File: src/rtl/twd_pkg.sv
package twd_pkg;

  typedef enum logic [1:0] {
    FAM_B2 = 2'd0,
    FAM_B3 = 2'd1,
    FAM_B5 = 2'd2,
    FAM_NONE = 2'd3
  } twd_fam_e;

  // Small integer power; exponents beyond 15 are not used by this block.
  function automatic logic [31:0] ipow(input logic [31:0] b, input logic [31:0] e);
    logic [31:0] res;
    res = 32'd1;
    for (int i = 0; i < 16; i++) begin
      if (32'(i) < e) res = res * b;
    end
    return res;
  endfunction

  function automatic int max_period(input int d2, input int d3, input int d5);
    int m2, m3, m5, m;
    m2 = int'(ipow(32'd2, 32'(d2)));
    m3 = int'(ipow(32'd3, 32'(d3)));
    m5 = int'(ipow(32'd5, 32'(d5)));
    m = m2;
    if (m3 > m) m = m3;
    if (m5 > m) m = m5;
    return m;
  endfunction

endpackage

File: src/rtl/twd_stage_geom.sv
// Derives the group count and the ROM renormalisation step of a stage.
module twd_stage_geom
  import twd_pkg::*;
#(
  parameter int P2_DIG = 6,
  parameter int P3_DIG = 3,
  parameter int P5_DIG = 2,
  parameter int LVL_W  = 3,
  parameter int CNT_W  = 6,
  parameter int ADDR_W = 6
) (
  input  logic [1:0]        fam,
  input  logic [2:0]        radix,
  input  logic [LVL_W-1:0]  level,
  output logic [CNT_W-1:0]  grp_len,
  output logic [ADDR_W-1:0] renorm,
  output logic              cfg_ok
);

  logic [31:0] base_v;
  logic [31:0] maxd_v;
  logic [31:0] rdig_v;
  logic [31:0] lvl_v;
  logic        radix_match;

  always_comb begin
    lvl_v = 32'(level);
    case (twd_fam_e'(fam))
      FAM_B2: begin
        base_v      = 32'd2;
        maxd_v      = 32'(P2_DIG);
        radix_match = (radix == 3'd2) || (radix == 3'd4);
      end
      FAM_B3: begin
        base_v      = 32'd3;
        maxd_v      = 32'(P3_DIG);
        radix_match = (radix == 3'd3);
      end
      FAM_B5: begin
        base_v      = 32'd5;
        maxd_v      = 32'(P5_DIG);
        radix_match = (radix == 3'd5);
      end
      default: begin
        base_v      = 32'd1;
        maxd_v      = 32'd0;
        radix_match = 1'b0;
      end
    endcase
    // A radix-4 stage consumes two binary digits of the sub-transform size.
    rdig_v = (radix == 3'd4) ? 32'd2 : 32'd1;
    cfg_ok = radix_match && (lvl_v >= rdig_v) && (lvl_v <= maxd_v);
    if (cfg_ok) begin
      grp_len = CNT_W'(ipow(base_v, lvl_v - rdig_v));
      renorm  = ADDR_W'(ipow(base_v, maxd_v - lvl_v));
    end else begin
      grp_len = CNT_W'(1);
      renorm  = '0;
    end
  end

endmodule

File: src/rtl/twd_pos_track.sv
// Tracks the group position of the current butterfly inside a stage.
module twd_pos_track #(
  parameter int CNT_W  = 6,
  parameter int HOLD_W = 4
) (
  input  logic              clk,
  input  logic              rst_n,
  input  logic              step,
  input  logic              first,
  input  logic              dit,
  input  logic [HOLD_W-1:0] hold,
  input  logic [CNT_W-1:0]  grp_len,
  output logic [CNT_W-1:0]  pos
);

  logic [CNT_W-1:0]  pos_q;
  logic [HOLD_W-1:0] hcnt_q;
  logic [HOLD_W-1:0] cur_h;
  logic [HOLD_W-1:0] hold_eff;
  logic [CNT_W-1:0]  pos_adv;
  logic [CNT_W-1:0]  pos_nxt;
  logic [HOLD_W-1:0] hcnt_nxt;
  logic              pos_wrap;
  logic              hold_done;

  assign pos      = first ? '0 : pos_q;
  assign cur_h    = first ? '0 : hcnt_q;
  assign hold_eff = (hold == '0) ? HOLD_W'(1) : hold;

  assign pos_wrap  = ({1'b0, pos} + (CNT_W+1)'(1)) >= {1'b0, grp_len};
  assign pos_adv   = pos_wrap ? '0 : pos + CNT_W'(1);
  assign hold_done = ({1'b0, cur_h} + (HOLD_W+1)'(1)) >= {1'b0, hold_eff};

  always_comb begin
    if (dit) begin
      // Group-major order: position advances on every butterfly.
      pos_nxt  = pos_adv;
      hcnt_nxt = '0;
    end else if (hold_done) begin
      pos_nxt  = pos_adv;
      hcnt_nxt = '0;
    end else begin
      pos_nxt  = pos;
      hcnt_nxt = cur_h + HOLD_W'(1);
    end
  end

  always_ff @(posedge clk or negedge rst_n) begin
    if (!rst_n) begin
      pos_q  <= '0;
      hcnt_q <= '0;
    end else if (step) begin
      pos_q  <= pos_nxt;
      hcnt_q <= hcnt_nxt;
    end
  end

endmodule

File: src/rtl/twd_op_addr.sv
// Address and unity flag for one butterfly operand.
module twd_op_addr #(
  parameter int OP     = 0,
  parameter int CNT_W  = 6,
  parameter int ADDR_W = 6
) (
  input  logic [2:0]        radix,
  input  logic [CNT_W-1:0]  pos,
  input  logic [ADDR_W-1:0] renorm,
  input  logic              force_triv,
  output logic [ADDR_W-1:0] addr,
  output logic              triv
);

  localparam int PW = ADDR_W + CNT_W + 4;

  logic [PW-1:0] prod;
  logic          unused_op;

  // j*p < G*radix / radix * ... stays below the ROM period, so no wrap.
  assign prod      = PW'(OP) * PW'(pos) * PW'(renorm);
  assign unused_op = (32'(radix) <= 32'(OP));
  assign triv      = force_triv || unused_op || (prod == '0);
  assign addr      = triv ? '0 : prod[ADDR_W-1:0];

endmodule

File: src/rtl/twd_addr_gen.sv
module twd_addr_gen
  import twd_pkg::*;
#(
  parameter int NUM_OPS = 5,
  parameter int P2_DIG  = 6,
  parameter int P3_DIG  = 3,
  parameter int P5_DIG  = 2,
  parameter int LVL_W   = 3,
  parameter int HOLD_W  = 4,
  localparam int ADDR_W = $clog2(max_period(P2_DIG, P3_DIG, P5_DIG)),
  localparam int CNT_W  = ADDR_W
) (
  input  logic                      clk,
  input  logic                      rst_n,
  input  logic                      in_valid,
  output logic                      in_ready,
  input  logic [1:0]                in_fam,
  input  logic [2:0]                in_radix,
  input  logic [LVL_W-1:0]          in_level,
  input  logic [HOLD_W-1:0]         in_hold,
  input  logic                      in_coprime,
  input  logic                      in_dit,
  input  logic                      in_first,
  output logic                      out_valid,
  input  logic                      out_ready,
  output logic [1:0]                out_rom_sel,
  output logic [NUM_OPS*ADDR_W-1:0] out_addr,
  output logic [NUM_OPS-1:0]        out_trivial,
  output logic                      out_at_input
);

  logic                      accept;
  logic [CNT_W-1:0]          grp_len;
  logic [ADDR_W-1:0]         renorm;
  logic                      cfg_ok;
  logic [CNT_W-1:0]          pos;
  logic                      force_triv;
  logic [NUM_OPS*ADDR_W-1:0] addr_w;
  logic [NUM_OPS-1:0]        triv_w;

  assign in_ready   = !out_valid || out_ready;
  assign accept     = in_valid && in_ready;
  assign force_triv = in_coprime || !cfg_ok;

  twd_stage_geom #(
    .P2_DIG(P2_DIG), .P3_DIG(P3_DIG), .P5_DIG(P5_DIG),
    .LVL_W(LVL_W), .CNT_W(CNT_W), .ADDR_W(ADDR_W)
  ) u_geom (
    .fam(in_fam), .radix(in_radix), .level(in_level),
    .grp_len(grp_len), .renorm(renorm), .cfg_ok(cfg_ok)
  );

  twd_pos_track #(.CNT_W(CNT_W), .HOLD_W(HOLD_W)) u_pos (
    .clk(clk), .rst_n(rst_n), .step(accept), .first(in_first),
    .dit(in_dit), .hold(in_hold), .grp_len(grp_len), .pos(pos)
  );

  for (genvar g = 0; g < NUM_OPS; g++) begin : g_op
    twd_op_addr #(.OP(g), .CNT_W(CNT_W), .ADDR_W(ADDR_W)) u_op (
      .radix(in_radix), .pos(pos), .renorm(renorm), .force_triv(force_triv),
      .addr(addr_w[g*ADDR_W +: ADDR_W]), .triv(triv_w[g])
    );
  end

  always_ff @(posedge clk or negedge rst_n) begin
    if (!rst_n) begin
      out_valid    <= 1'b0;
      out_rom_sel  <= '0;
      out_addr     <= '0;
      out_trivial  <= '0;
      out_at_input <= 1'b0;
    end else if (accept) begin
      out_valid    <= 1'b1;
      out_rom_sel  <= in_fam;
      out_addr     <= addr_w;
      out_trivial  <= triv_w;
      out_at_input <= in_dit;
    end else if (out_ready) begin
      out_valid    <= 1'b0;
    end
  end

endmodule

File: config.mk
export PLATFORM = sky130hd
export DESIGN_NAME = twd_addr_gen
export DESIGN_NICKNAME = d
export VERILOG_FILES = /design/src/rtl/twd_pkg.sv /design/src/rtl/twd_stage_geom.sv /design/src/rtl/twd_pos_track.sv /design/src/rtl/twd_op_addr.sv /design/src/rtl/twd_addr_gen.sv
export SDC_FILE = /design/constraint.sdc
export NUM_CORES = 1
export LEC_CHECK = 0
export CAP_MARGIN = 20
export CORE_MARGIN = 2
export CORE_UTILIZATION = 45
export DETAILED_ROUTE_END_ITERATION = 8
export DONT_BUFFER_PORTS = 1
export SLEW_MARGIN = 10
export SYNTH_ARGS = -nofsm -noshare
export SYNTH_HDL_FRONTEND = slang
export SYNTH_SLANG_ARGS = --single-unit
File: constraint.sdc
create_clock -name clk -period 12.45 [get_ports clk]
set_input_delay 0.6225 -clock clk [delete_from_list [all_inputs] [get_ports clk]]
set_output_delay 0.6225 -clock clk [all_outputs]
set_load 0.01 [all_outputs]
==> results of run 1 <==
routing by layer:
layer  GRT usage (%)  vias up
met5               0        -
met2            44.2      258
met1            32.3     6784
met3            1.92       33
li1                -     6787
met4            3.23        0
metrics by stage:
stage               TNS [ns]  worst slack, ns  cell area (um^2)
detailed placement   -383.89           -13.35             17600
floorplan            -373.49           -13.21             15000
global route         -388.54           -13.58             18700
global placement     -374.13           -13.07             17600
CTS                  -366.40           -12.80             18100
finish               -360.85           -12.59             18700
final cells by class:
type	instances	area, um^2	area share [%]
Sequential cell	40	1000	5.35
Clock buffer	7	153	0.815
Clock inverter	1	30.0	0.160
Tap cell	442	553	2.95
Multi-Input combinational cell	1533	13100	70.1
Inverter	233	901	4.81
Timing Repair Buffer	389	2960	15.8
layout by cell type (no fill, tap or decap), types with 16 or more instances in the layout:
cell type,instances
sky130_fd_sc_hd__a21o_1,42
sky130_fd_sc_hd__o21ai_2,16
sky130_fd_sc_hd__nand2b_1,46
sky130_fd_sc_hd__or2_2,25
sky130_fd_sc_hd__ha_1,172
sky130_fd_sc_hd__xor2_1,25
sky130_fd_sc_hd__o21a_1,24
sky130_fd_sc_hd__mux2i_1,22
sky130_fd_sc_hd__fa_1,153
sky130_fd_sc_hd__inv_1,212
sky130_fd_sc_hd__and2_1,34
sky130_fd_sc_hd__o21ai_0,57
sky130_fd_sc_hd__xnor2_1,77
sky130_fd_sc_hd__nor2b_1,19
sky130_fd_sc_hd__dfrtp_1,40
sky130_fd_sc_hd__nand2_1,282
sky130_fd_sc_hd__nand3_1,20
sky130_fd_sc_hd__inv_2,18
sky130_fd_sc_hd__o21ai_1,26
sky130_fd_sc_hd__o22ai_1,17
sky130_fd_sc_hd__nor2_1,151
sky130_fd_sc_hd__a21oi_1,54
sky130_fd_sc_hd__buf_4,382
kinds of logic (layout without fill, tap and decap cells):
kind of cell / count (synthesis) / in the layout
flops: 40 / 40
xor+xnor: 121 / 121
fa+ha+maj: 349 / 349
compound gates: 349 / 349
buf+inv: 328 / 630
other cells: 1 / 13
simple gates: 670 / 670
mux: 31 / 31
what timing repair did:
item	CTS	global route
pin swaps	83	61
endpoints found under the setup margin	30	30
hold buffers	0	0
resized for setup	50	82
gates cloned	0	0
buffers inserted	28	23
endpoints found under the hold margin	0	0
worst max path at each step:
stage / from / to / cells after the start
floorplan: in_fam[1] / out_addr[18]$_DFFE_PN0P_ / 100
CTS: in_fam[1] / out_addr[18]$_DFFE_PN0P_ / 100
detailed placement: in_fam[1] / out_addr[18]$_DFFE_PN0P_ / 101
finish: in_fam[1] / out_trivial[2]$_DFFE_PN0P_ / 100
global route: in_fam[1] / out_addr[20]$_DFFE_PN0P_ / 108
global placement: in_fam[1] / out_addr[18]$_DFFE_PN0P_ / 101
critical path: cells and delay by family:
family,cells,cell delay (ns)
AO/OA/AOI/OAI,24,3.26
XOR/XNOR,2,0.37
adder cells (fa/ha/maj),38,17.62
buffers and inverters,18,1.22
multiplexers,1,0.21
AND/OR/NAND/NOR,17,1.87
flip-flops by register name, indices dropped and copies added, names as in the netlist:
register / cells
out_at_input: 1
u_pos.pos_q: 6
u_pos.hcnt_q: 4
out_trivial: 5
out_valid: 1
out_rom_sel: 2
out_addr: 21
==> impl_summary.md, run 1 <==
Run status
The run finished, with violations left. The checks that failed: negative setup slack.

Setup path
The critical path's largest stage delay is 0.60 ns. The cell repeated most along the worst path is sky130_fd_sc_hd__fa_1. For flop-to-flop paths, the worst setup slack is 6.24 ns. Of all nets on the critical path, the largest fanout is 82. The depth of the worst register-to-register path is 19.

The kind of start point of the critical path is a primary input. For the worst setup path, the data arrival time is 25.21 ns. The worst setup path is captured at a flop.

The worst register-to-register path ends at out_addr[18]$_DFFE_PN0P_. The startpoint identified for the worst register-to-register timing path is u_pos.pos_q[2]$_DFFE_PN0P_. STA puts the critical path data required time at 12.62 ns. The type of the worst setup path is primary input to flop. The critical-path cell with the highest stage delay is sky130_fd_sc_hd__fa_1.

Logic synthesis
Counting flops with an async set or reset pin after synthesis yields a share of 100%. A synthesized cell averages 7.74 um^2. Synthesis handed over a netlist of 1889 instances. By area the synthesized netlist is led by sky130_fd_sc_hd__fa_1 (22%), sky130_fd_sc_hd__ha_1 (16%), sky130_fd_sc_hd__nand2_1 (7.6%), sky130_fd_sc_hd__dfrtp_1 (6.8%), sky130_fd_sc_hd__inv_1 (5.9%). The mux cell area share after synthesis is 2.20%. By area, the combinational part of the netlist is dominated by adder cells.

The netlist uses 84 different library cells. The post-synthesis share of cell area spent on and, or, nand and nor gates is 20.7%. The commonest cells after synthesis are sky130_fd_sc_hd__nand2_1 (297), sky130_fd_sc_hd__inv_1 (231), sky130_fd_sc_hd__ha_1 (189). Summing every instance area after synthesis gives 14600 um^2.

The share of the synthesized area in the top cell type is 21.9%. The sequential area share after synthesis is 6.84%. The share of synthesized cell area in full adder, half adder and majority cells is 38.1%. In the synthesized netlist the dominant register cell turns out to be sky130_fd_sc_hd__dfrtp_1. After synthesis the netlist holds a flip-flop and latch count of 40. The library cell with the largest summed area after synthesis is sky130_fd_sc_hd__fa_1. The number of enable-type register cells in the synthesized netlist is 0. For this run, the number of Yosys warnings is 0. The xor-xnor portion of the synthesized cell area is 7.63%. The most frequent cell after synthesis is sky130_fd_sc_hd__nand2_1. The synthesized netlist devotes 15.8% of its cell area to compound gates.

GRT
Across every metal layer, demand over resource in global routing totals 24.3%. The first-pass GRT wire length is 68200 um. After global routing the overflow that remains totals 0. The maximum number of pins on one net before global-route repair is 83.

The initial antenna violation count is 0. The via count of the first global-routing pass is 14100.

Timing
The tightest hold path in the finished design has a slack of 0.0324 ns. The max-slew headroom at the worst pin is 26.0%. The maximum operating frequency is 0.0399 GHz.

The count of final max-slew check failures was 0. The final worst setup slack is -12.59 ns. Across the routed clock network, the largest skew measured is 0.00418 ns. The pin slew with the least headroom to its limit is 1.11 ns. The total count of hold-check failures in the final report is 0. Setup violations remaining at the end of the flow were counted as 30. The worst path uses 201% of the clock period. The clock period minus final worst setup slack is 25.04 ns. Setup repair after global routing could not meet its margin everywhere.

Route
The routed design uses 1700 um of met3 wire. In this run, the number of DRC markers left after iteration 0 of detailed routing was 725. The pre-antenna-repair detailed-routing pass consisted of 5 iterations. The final layout contains routed wiring with a total length of 40800 um. For this run, design rule violations remaining after detail routing come to 0. Detailed routing inserted a total of 13900 vias. The uppermost layer routed is met4. After detailed routing, the wire length on met1 is 18400 um. The total met2 wirelength after detailed routing is 20300 um. The post-detailed-route via-to-cell ratio is 5.24.

The average routed wire per standard cell is 15.4 um. The number of nets with antenna violations after routing is 0.

Clock network
The clock transition time at the flip-flop clock pins of the worst setup and hold paths is 0.06 ns. CTS saw 40 sinks. The clock latency at the later pin of the worst-skew pair is 0.28 ns. The H-tree generated during clock tree synthesis spans 2 levels. The clock buffer count from CTS is 5. TritonCTS built the clock tree. The maximum clock path buffer count is 2.

The cell sitting at the root of the clock tree is a sky130_fd_sc_hd__clkbuf_16.

Placed design
Including well taps, the total number of placed cells is 2585. Routability-driven placement finished with a final weighted congestion of 0.855. During placement, the flow inserted port buffers numbering 0.

The post-detailed-placement half-perimeter wirelength is 31500 um.

Die
The number of cell rows is 66. The horizontal die dimension is 184 um. Once the floorplan was initialized, standard cells occupied 45.3% of the core. After floorplanning, the core was sized to cover 32300 um^2.

The number of placed I/O pins is 59. The y dimension of the die is 184 um. The die covers 34000 um^2.

Cells and area
The non-filler instance count after layout is 2645. The synthesis-to-layout area growth is 28.0%. The filler cells instantiated in the layout total 2968.

Cells fill 58.0% of the core in the end. At the end of the flow, the number of nets in the layout was 2570. The number of antenna diodes in the final layout is 0.

The post-route netlist has 26.6% of its cells at a drive strength greater than 1.

Flow run
The max-capacitance violation count is 0.

Min path
The class of the tightest hold or removal check is primary input to asynchronous set/reset pin.
Power of run 1 is not shown: default switching activity piles up to over one toggle a cycle in this logic, so the estimate is an artifact.
==> run 2, diff against run 1 <==
--- a/config.mk
+++ b/config.mk
@@ -10,6 +10,7 @@
 export CORE_UTILIZATION = 45
 export DETAILED_ROUTE_END_ITERATION = 8
 export DONT_BUFFER_PORTS = 1
+export PLACE_DENSITY = 0.59
 export SLEW_MARGIN = 10
 export SYNTH_ARGS = -nofsm -noshare
 export SYNTH_HDL_FRONTEND = slang
==> run 2 against run 1 <==
Compared with the run above: the run still ends with negative setup slack left; sequential share of layout area barely moved; die area did not move; global-route usage rose by 0.096 points; sequential cell count did not move; critical path depth fell by 2; clock skew rose by 0.0021 ns; count of clock-buffer cells in the layout fell by 1; first-iteration DRC count rose by 6.9%; worst hold slack got worse by 0.0037 ns; fmax rose by 0.43%; wire length rose by 1.3%; core utilization rose by 0.31 points; largest cell class unchanged.
==> impl_summary.md, run 2 (same netlist as run 1, synthesis figures left out) <==
Cells and area
The largest registers in the layout are out_addr (21), u_pos.pos_q (6), out_trivial (5). The number of antenna diodes in the final layout is 0. The number of fill cells in the layout is 2959.

The register with the most flip-flops in the layout has 21 of them. The leading cell type in the layout, fill and taps excluded is sky130_fd_sc_hd__buf_4. The end-of-flow core utilization is 58.3%.

At the end of the flow, the number of nets in the layout was 2577. In the final layout, flip-flops and latches occupy 1000 um^2. The top register by number of flip-flops is out_addr. The footprint of the multi-input gates is 13200 um^2.

The fraction of layout instances using a drive strength above 1 is 27.1%. The area growth from synthesis to layout is 28.7%. The finished layout holds 2652 standard cells, fillers aside. In the layout the commonest cells are sky130_fd_sc_hd__buf_4 (392), sky130_fd_sc_hd__nand2_1 (286), sky130_fd_sc_hd__inv_1 (209).

Setup path
The arrival time reported for the critical path endpoint is 25.10 ns. The cell family with the largest share of critical-path delay is adder cells. For this design, the slowest cell found on the critical path is sky130_fd_sc_hd__fa_1. By instance count, the cell type seen most on the critical path is sky130_fd_sc_hd__fa_1. Counting both buffers and inverters, the worst setup path holds a total of 18. In this run the worst path has a maximum fanout of 82. The critical path's largest stage delay is 0.59 ns. The type of destination of the critical path is a flop. STA classifies the critical path startpoint as a primary input. The setup path with the least slack is of type primary input to flop.

In this run the worst setup path begins at in_fam[1]. The worst register-to-register path begins at u_pos.pos_q[1]$_DFFE_PN0P_. The data required time of the critical path is 12.61 ns.

Placed design
The number of I/O port buffers is 0. The placer congestion estimate is 0.832. Counting tap cells, the placed design contains a total of 2573 instances. The post-detailed-placement half-perimeter wirelength is 31200 um.

Clock network
For the worst-skew pair, the clock arrives at the later sink with an insertion delay of 0.28 ns. In this run the number of H-tree levels came out at 2. The clock net sink count is 40.

The clock buffer count from CTS is 5. TritonCTS built the clock tree. The cell sitting at the root of the clock tree is a sky130_fd_sc_hd__clkbuf_16. The maximum clock path buffer count is 2. The clock transition time at the flip-flop clock pins of the worst setup and hold paths is 0.06 ns. The number of buffers added to fix hold violations after cts is 0.

GRT
The first global-routing pass estimated 68300 um of wire. For this run, the total global-route usage over all layers was measured as 24.4%. The total grt overflow is 0. The via count of the first global-routing pass was 14100.

The initial antenna violation count is 0. Entering global routing, the biggest net connects 83 pins.

Timing
The pin slew with the least headroom to its limit is 1.02 ns. The clock tree skew after final layout is 0.00628 ns. Setup violations remaining at the end of the flow were counted as 30. In this run the tightest slew margin relative to its limit is 32.1%. The count of final max-slew check failures came to 0.

The total count of hold-check failures in the final report is 0. For this run, the top clock speed supported by timing is 0.0401 GHz. For the finished layout, the period the worst path requires is 24.94 ns. The final worst setup slack is -12.49 ns. The final critical-path share of the clock period is 200%. Setup repair after global routing could not meet its margin everywhere.

Run status
The run finished, with violations left. The final reports fail on negative setup slack.

Flow run
The tool flagged a number of max-cap violations equal to 0.

Route
In this run the remaining antenna-violating nets after routing total 0. The first detailed-routing pass took 5 iterations. The average routed wire per standard cell is 15.6 um. The detailed router finished its first iteration with 775 violations. Dividing the detail-routed via count by the number of cells gives 5.27. The final wirelength is 41300 um.

The routed layout has 14000 vias. For this run, design rule violations remaining after detail routing come to 0.

Die
The floorplan core area is 32300 um^2. The floorplan step set the die height to 184 um. The die covers 34000 um^2. The number of cell rows is 66. The horizontal die dimension is 184 um. During I/O placement, the number of pins put on the boundary was 59. Once the floorplan was initialized, standard cells occupied 45.3% of the core.

Min path
In this run the worst hold path is classified as primary input to asynchronous set/reset pin.
-- run 2: cell type report --
class	instances	area share, %
multi-input combinational	1533	70.1
timing repair buffer	396	16.0
sequential	40	5.32
inverter	233	4.79
tap	442	2.94
clock buffer	6	0.738
clock inverter	2	0.206
-- run 2: timing repair --
action,CTS,global route
pin swaps,97,64
buffers inserted,51,19
setup endpoints to repair,30,30
gates resized for setup,64,69
-- run 2: routing by layer --
metal | global-route usage, % | share of wire (%) | vias up
met3 | 2.04 | 4.6 | 40
li1 | - | - | 6810
met1 | 32.9 | 45 | 6833
met2 | 43.5 | 49 | 287
met4 | 3.55 | 1.2 | 0
met5 | 0 | 0 | -
-- run 2: per-stage QoR --
stage / cell area [um^2] / hold slack [ns] / setup WS [ns] / TNS (ns)
final: 18800 / 0.0288 / -12.49 / -358.59
after detailed placement: 17500 / 0.328 / -13.14 / -377.82
after floorplan: 15000 / 0.327 / -13.21 / -373.49
after global placement: 17500 / 0.328 / -12.73 / -365.72
after CTS: 18300 / 0.0273 / -12.42 / -357.40
after global routing: 18800 / 0.0197 / -13.49 / -388.58
-- run 2: path summary, 6_finish.rpt --
kind	to	slack [ns]	depth (start not counted)
max in group asynchronous	out_trivial[3]$_DFFE_PN0P_	12.35	0
worst max-delay path	out_addr[21]$_DFFE_PN0P_	-12.49	98
min in group clk	u_pos.pos_q[3]$_DFFE_PN0P_	0.42	1
worst min register to register	u_pos.pos_q[5]$_DFFE_PN0P_	0.47	2
worst max register to register	out_addr[21]$_DFFE_PN0P_	6.08	20
worst min-delay path	u_pos.pos_q[4]$_DFFE_PN0P_	0.03	0
Power of run 2 is left out for the same reason.
